$ cat src/rtl/msi_frame_pkg.sv
package msi_frame_pkg;

  localparam int FRAME_AW   = 12;
  localparam int DATA_W     = 32;
  localparam int INTID_W    = 10;
  localparam int SPI_FIRST  = 32;
  localparam int INTID_CEIL = 1020;
  localparam int LINE_CAP   = 128;

  localparam logic [FRAME_AW-1:0] OFS_TYPE     = 12'h008;
  localparam logic [FRAME_AW-1:0] OFS_DOORBELL = 12'h040;
  localparam logic [FRAME_AW-1:0] OFS_IDENT    = 12'hFCC;
  localparam logic [FRAME_AW-1:0] OFS_IDWIN_LO = 12'hFD0;

  localparam logic [7:0] PRODUCT_CODE = 8'h51;

  typedef logic [INTID_W:0] id_off_t;

  typedef struct packed {
    logic hit_type;
    logic hit_ident;
    logic hit_idwin;
    logic hit_doorbell;
    logic rd_size_ok;
    logic wr_size_ok;
  } frame_dec_t;

  // Discovery word: first owned interrupt number in the upper half, line count below.
  function automatic logic [DATA_W-1:0] type_word(input int unsigned base, input int unsigned num);
    logic [DATA_W-1:0] first;
    first = DATA_W'(base + SPI_FIRST);
    return (first << 16) | DATA_W'(num);
  endfunction

  function automatic logic [DATA_W-1:0] ident_word();
    return {4'h0, PRODUCT_CODE, 20'h0_0000};
  endfunction

  // Signed-by-borrow distance of an ID from the first owned interrupt number.
  function automatic id_off_t id_to_offset(input logic [INTID_W-1:0] id, input int unsigned base);
    return {1'b0, id} - id_off_t'(base + SPI_FIRST);
  endfunction

  function automatic logic offset_in_range(input id_off_t off, input int unsigned num);
    return !off[INTID_W] && (off < id_off_t'(num));
  endfunction

  function automatic logic [LINE_CAP-1:0] live_mask(input int unsigned num);
    logic [LINE_CAP-1:0] m;
    m = '0;
    for (int i = 0; i < LINE_CAP; i++) begin
      if (i < int'(num)) m[i] = 1'b1;
    end
    return m;
  endfunction

endpackage

$ cat src/rtl/msi_frame_decode.sv
module msi_frame_decode
  import msi_frame_pkg::*;
(
  input  logic [FRAME_AW-1:0] addr,
  input  logic [2:0]          size,
  output frame_dec_t          dec
);

  always_comb begin
    dec.hit_type     = (addr == OFS_TYPE);
    dec.hit_ident    = (addr == OFS_IDENT);
    dec.hit_idwin    = (addr >= OFS_IDWIN_LO);
    dec.hit_doorbell = (addr == OFS_DOORBELL);
    dec.rd_size_ok   = (size == 3'd4);
    dec.wr_size_ok   = (size == 3'd2) || (size == 3'd4);
  end

endmodule

$ cat src/rtl/msi_doorbell_xlate.sv
module msi_doorbell_xlate
  import msi_frame_pkg::*;
#(
  parameter int unsigned BASE_SPI  = 0,
  parameter int unsigned NUM_LINES = 64,
  parameter int unsigned OUT_LINES = 128
) (
  input  logic                  clk,
  input  logic                  rst,
  input  logic                  fire,
  input  logic [INTID_W-1:0]    intid,
  output logic [OUT_LINES-1:0]  pulse
);

  localparam int IDX_W = (OUT_LINES > 1) ? $clog2(OUT_LINES) : 1;
  localparam logic [LINE_CAP-1:0] MASK_FULL = live_mask(NUM_LINES);
  localparam logic [OUT_LINES-1:0] LIVE = MASK_FULL[OUT_LINES-1:0];

  id_off_t              off;
  logic                 in_range;
  logic                 accept;
  logic [IDX_W-1:0]     line_idx;
  logic [OUT_LINES-1:0] pulse_d;
  logic [OUT_LINES-1:0] pulse_q;

  assign off      = id_to_offset(intid, BASE_SPI);
  assign in_range = offset_in_range(off, NUM_LINES);
  assign accept   = fire && in_range;
  assign line_idx = off[IDX_W-1:0];

  always_comb begin
    pulse_d = '0;
    if (accept) pulse_d[line_idx] = 1'b1;
  end

  always_ff @(posedge clk) begin
    if (rst) pulse_q <= '0;
    else     pulse_q <= pulse_d & LIVE;
  end

  assign pulse = pulse_q;

  // an accepted doorbell leaves exactly one line high on the next cycle
  a_r6_one_line: assert property (@(posedge clk) disable iff (rst)
    accept |=> ($countones(pulse_q) == 1));

  // the raised line is the one the ID selected
  a_r6_right_line: assert property (@(posedge clk) disable iff (rst)
    accept |=> pulse_q[$past(line_idx)]);

  // without an accepted doorbell nothing is raised, so no pulse outlives its cycle
  a_r7_drop_quiet: assert property (@(posedge clk) disable iff (rst)
    !accept |=> (pulse_q == '0));

endmodule

$ cat src/rtl/msi_read_mux.sv
module msi_read_mux
  import msi_frame_pkg::*;
#(
  parameter int unsigned BASE_SPI  = 0,
  parameter int unsigned NUM_LINES = 64
) (
  input  logic              clk,
  input  logic              rst,
  input  logic              rd,
  input  frame_dec_t        dec,
  output logic [DATA_W-1:0] rdata
);

  localparam logic [DATA_W-1:0] TYPE_VAL  = type_word(BASE_SPI, NUM_LINES);
  localparam logic [DATA_W-1:0] IDENT_VAL = ident_word();

  logic [DATA_W-1:0] sel;
  logic [DATA_W-1:0] rdata_q;

  always_comb begin
    sel = '0;
    if (dec.rd_size_ok) begin
      if (dec.hit_type)       sel = TYPE_VAL;
      else if (dec.hit_ident) sel = IDENT_VAL;
      else                    sel = '0;
    end
  end

  always_ff @(posedge clk) begin
    if (rst)     rdata_q <= '0;
    else if (rd) rdata_q <= sel;
  end

  assign rdata = rdata_q;

  // a full-width read of the type offset returns the discovery word
  a_r2_type_read: assert property (@(posedge clk) disable iff (rst)
    (rd && dec.rd_size_ok && dec.hit_type) |=> (rdata_q == TYPE_VAL));

  // a read of the wrong size returns zero
  a_r8_bad_read_zero: assert property (@(posedge clk) disable iff (rst)
    (rd && !dec.rd_size_ok) |=> (rdata_q == '0));

  // read data holds while no read is made
  a_r12_hold: assert property (@(posedge clk) disable iff (rst)
    !rd |=> $stable(rdata_q));

endmodule

$ cat src/rtl/msi_doorbell_frame.sv
module msi_doorbell_frame
  import msi_frame_pkg::*;
#(
  parameter int unsigned BASE_SPI  = 0,
  parameter int unsigned NUM_LINES = 64,
  parameter int unsigned OUT_LINES = 128
) (
  input  logic                  clk,
  input  logic                  rst,
  input  logic [11:0]           bus_addr,
  input  logic [31:0]           bus_wdata,
  input  logic [2:0]            bus_size,
  input  logic                  bus_wr,
  input  logic                  bus_rd,
  output logic [31:0]           bus_rdata,
  output logic [OUT_LINES-1:0]  irq_pulse
);

  frame_dec_t dec;
  logic       doorbell_fire;

  initial begin
    assert (NUM_LINES >= 1 && NUM_LINES <= LINE_CAP && NUM_LINES <= OUT_LINES)
      else $fatal(1, "line count %0d outside 1..%0d", NUM_LINES, LINE_CAP);
    assert (BASE_SPI + SPI_FIRST + NUM_LINES <= INTID_CEIL)
      else $fatal(1, "owned interrupt range ends above %0d", INTID_CEIL);
  end

  msi_frame_decode u_decode (
    .addr (bus_addr),
    .size (bus_size),
    .dec  (dec)
  );

  assign doorbell_fire = bus_wr && dec.hit_doorbell && dec.wr_size_ok;

  msi_doorbell_xlate #(
    .BASE_SPI  (BASE_SPI),
    .NUM_LINES (NUM_LINES),
    .OUT_LINES (OUT_LINES)
  ) u_xlate (
    .clk   (clk),
    .rst   (rst),
    .fire  (doorbell_fire),
    .intid (bus_wdata[INTID_W-1:0]),
    .pulse (irq_pulse)
  );

  msi_read_mux #(
    .BASE_SPI  (BASE_SPI),
    .NUM_LINES (NUM_LINES)
  ) u_read (
    .clk   (clk),
    .rst   (rst),
    .rd    (bus_rd),
    .dec   (dec),
    .rdata (bus_rdata)
  );

  // a write of an unsupported size raises nothing
  a_r9_bad_write_size: assert property (@(posedge clk) disable iff (rst)
    (bus_wr && !(bus_size == 3'd2 || bus_size == 3'd4)) |=> (irq_pulse == '0));

  // a write away from the doorbell offset raises nothing
  a_r5_other_write: assert property (@(posedge clk) disable iff (rst)
    (bus_wr && bus_addr != OFS_DOORBELL) |=> (irq_pulse == '0));

endmodule

$ cat config.mk
export PLATFORM = sky130hd
export DESIGN_NAME = msi_doorbell_frame
export DESIGN_NICKNAME = d
export VERILOG_FILES = /design/src/rtl/msi_frame_pkg.sv /design/src/rtl/msi_frame_decode.sv /design/src/rtl/msi_doorbell_xlate.sv /design/src/rtl/msi_read_mux.sv /design/src/rtl/msi_doorbell_frame.sv
export SDC_FILE = /design/constraint.sdc
export NUM_CORES = 1
export LEC_CHECK = 0
export BUFFER_PORTS_ARGS = -buffer_cell sky130_fd_sc_hd__clkbuf_2
export CAP_MARGIN = 5
export CELL_PAD_IN_SITES_DETAIL_PLACEMENT = 1
export CELL_PAD_IN_SITES_GLOBAL_PLACEMENT = 1
export CORE_MARGIN = 2
export CORE_UTILIZATION = 32
export CTS_BUF_LIST = sky130_fd_sc_hd__clkbuf_8
export CTS_CLUSTER_DIAMETER = 30
export CTS_CLUSTER_SIZE = 10
export DETAILED_ROUTE_END_ITERATION = 6
export GPL_ROUTABILITY_DRIVEN = 0
export GPL_TIMING_DRIVEN = 0
export PLACE_DENSITY_LB_ADDON = 0.05
export SLEW_MARGIN = 15
export SYNTH_ARGS = -nofsm -noshare
export SYNTH_HDL_FRONTEND = slang
export SYNTH_SLANG_ARGS = --single-unit
$ cat constraint.sdc
create_clock -name clk -period 1.95 [get_ports clk]
set_input_delay 0.195 -clock clk [delete_from_list [all_inputs] [get_ports clk]]
set_output_delay 0.195 -clock clk [all_outputs]
set_load 0.05 [all_outputs]
==> run summary <==
Clk_skew -> 0 ns
Initial Utilization -> 0.332
Worst r2r src -> u_read.rdata[21]
H-tree Lvls -> 3
Layout cells sized above 1 -> 0.501
CP Max Fanout -> 10
Top post-synthesis cells by area -> dfxtp_1 (36%), buf_4 (21%), nor4_2 (19%), nand2_1 (6.7%), nor4_4 (3.5%)
Setup TNS -> 0 ns
Total Nets Final -> 613
Hold EP -> u_read.rdata[21]
Outcome -> completed
Largest area contributor in the netlist -> dfxtp_1
Seq/Total Area, Yosys -> 0.363
Unique masters post-synth -> 32
Synth top cells by count -> buf_4 (101), dfxtp_1 (66), nand2_1 (65)
DR WL/cell -> 13.0 um
Total CTS buffers -> 9
Worst VDD drop -> 310 uV
Hold Crit Class -> primary input to flop
WL final -> 9130 um
Min cycle time layout -> 1.57 ns
Clock share of power -> 0.345
Resized Gates After CTS -> 0
Pwr Density -> 661 nW/um2
Port bufs -> 92
Drt pass-1 iters -> 4
Combinational share of power -> 0.232
Synthesized instance count -> 366
Critical Path Sink Type -> flop
Largest net degree at the start of global routing -> 11
Unrepaired setup endpoints after global routing -> no
Synth Register Bits -> 66
Site row count -> 38
Fraction of registers with async set/reset -> 0
Area added between synthesis and finish -> 32.4%
Initial antenna violation count -> 0
First-pass GRT wire length -> 14500 um
Hold Crit Depth -> 2
Max clock buf depth -> 2
Vias in the first global route -> 2870
Adder-cell share of the synthesized area -> 0.0103
Via density -> 4.09
Post-route DRC -> 0
Placed cells -> 688
CTS tree -> yes
Power, Total -> 3190 uW
Period utilization -> 0.805
Synth top area share -> 0.363
Switch share -> 0.330
Simple-gate portion of the synthesized area -> 0.362
Crit Path Category -> primary input to flop
Worst path required time -> 2.16 ns
Via count -> 2875
Die W -> 111 um
I/O pins -> 211
Hold Fails Final Rpt -> 0
Reg2reg path depth -> 2
Finish-stage setup viols -> 0
Cts hold-fix bufs -> 0
Slew headroom -> 0.350
Int Pwr -> 2140 uW
Mux share of post-synthesis cell area -> 0
Slew Viols, Final -> 0
Sequential share of power -> 0.423
Critical Path Start Type -> primary input
Fin cells -> 703
R2R Setup Slk -> 1.19 ns
Worst Max-Slew Pin Slew -> 0.973 ns
Crit path DAT -> 1.77 ns
Die Y -> 111 um
Antenna Cells -> 0
Reg clk slew, reported paths -> 0.07 ns
Net switching power of the design -> 1050 uW
Setup Buffers After CTS -> 0
Area of the die -> 12300 um2
LEAKAGE -> 0.00219 uW
Xor and xnor area share after synthesis -> 0.00481
Top_reg_cell synth -> dfxtp_1
Ys Warns -> 0
Root Buffer -> clkbuf_8
Hpwl dp -> 7060 um
CORE AREA -> 11000 um2
Worst hold start -> bus_rd
Max Clk Rate -> 0.637 GHz
Clk sink count -> 66
Worst-Skew Late Latency -> 0.35 ns
Remaining global-route overflow -> 0
1st-iter DRT viols -> 52
Max Cap Viol -> 0
Mapped Area -> 3640 um2
GRT Total Usage -> 0.148
Worst r2r dst -> u_read.rdata[21]
Most common cell in the netlist -> buf_4
EDFF count, synth -> 0
Compound-Gate Fraction of Synth Area -> 0.00687
Antenna-violating nets left -> 0
Largest family of logic cells by synthesized area -> simple AND/OR/NAND/NOR gates
Syn_area_per_cell -> 9.95 um2
registers in the layout, summed over array words and instances, names as in the netlist:
signal and flops:
u_read.rdata 2, u_xlate.pulse 64
metal layers:
layer  wire, um  track usage  vias up
met1       3900        0.180     1311
li1           -            -     1439
met4        110       0.0425        0
met5          0            0        -
met2       4360        0.247      116
met3        757       0.0547        9
area by class of cell:
type,count,area [um2]
fill,1339,6160
multi-input combinational,259,1760
clock inverter,5,47.5
timing repair buffer,92,460
buffer,128,908
sequential,66,1320
tap,140,175
inverter,3,11.3
clock buffer,10,138
power by group through the flow:
stage	clock, uW	sequential, uW	combinational, uW
global route	1200	1350	779
detailed placement	0	1380	730
finish	1100	1350	740
CTS	1130	1350	730
floorplan	0	1380	656
global placement	0	1380	722
worst max-delay path: stages:
cell and delay, ns:
clkbuf_2 0.11, inv_1 0.06, ha_1 0.20, xnor2_1 0.12, nand2_1 0.35, clkbuf_1 0.60
nor4_2 0.13
layout by cell type, fill, tap and decap left out, types with 2 or more instances in the layout:
cell type	count
conb_1	91
buf_2	3
o32ai_1	2
clkinv_2	2
nand3_1	2
buf_4	101
clkbuf_2	92
nor4_4	6
and3_1	3
and3b_1	7
nor4_2	55
inv_1	5
dfxtp_1	66
nor3b_2	3
nand2_1	65
buf_1	10
nor2_1	2
buf_6	6
nor3b_1	2
nor4_1	5
clkbuf_1	8
clkbuf_8	10
ha_1	3
through the flow:
step,hold slack (ns),setup WS (ns),util,instance area [um2]
floorplan,0.291,0.493,-,3980
global placement,0.449,-0.0479,0.420,4620
detailed placement,0.459,0.0127,0.422,4630
CTS,0.0750,0.372,0.438,4820
global route,0.0795,0.226,0.439,4820
finish,0.0796,0.381,0.439,4820
worst max path at each step:
| stage | start | end | slack, ns | cells after the start |
|---|---|---|---|---|
| after floorplan | bus_wdata[5] | u_xlate.pulse[1] | 0.49 | 6 |
| after global placement | bus_wdata[1] | u_xlate.pulse[28] | -0.05 | 4 |
| after detailed placement | bus_wdata[6] | u_xlate.pulse[0] | 0.01 | 6 |
| after CTS | bus_wdata[1] | u_xlate.pulse[0] | 0.37 | 4 |
| after global routing | bus_wdata[6] | u_xlate.pulse[0] | 0.23 | 6 |
| final | bus_wdata[5] | u_xlate.pulse[56] | 0.38 | 7 |
logic make-up (layout without fill, tap and decap cells):
| family | Yosys count | after routing |
|---|---|---|
| compound gates | 3 | 3 |
| fa+ha+maj | 3 | 3 |
| flops | 66 | 66 |
| buf+inv | 131 | 238 |
| xor+xnor | 2 | 2 |
| other cells | 1 | 91 |
| simple gates | 160 | 160 |
Power figures use the tool's default switching activity.
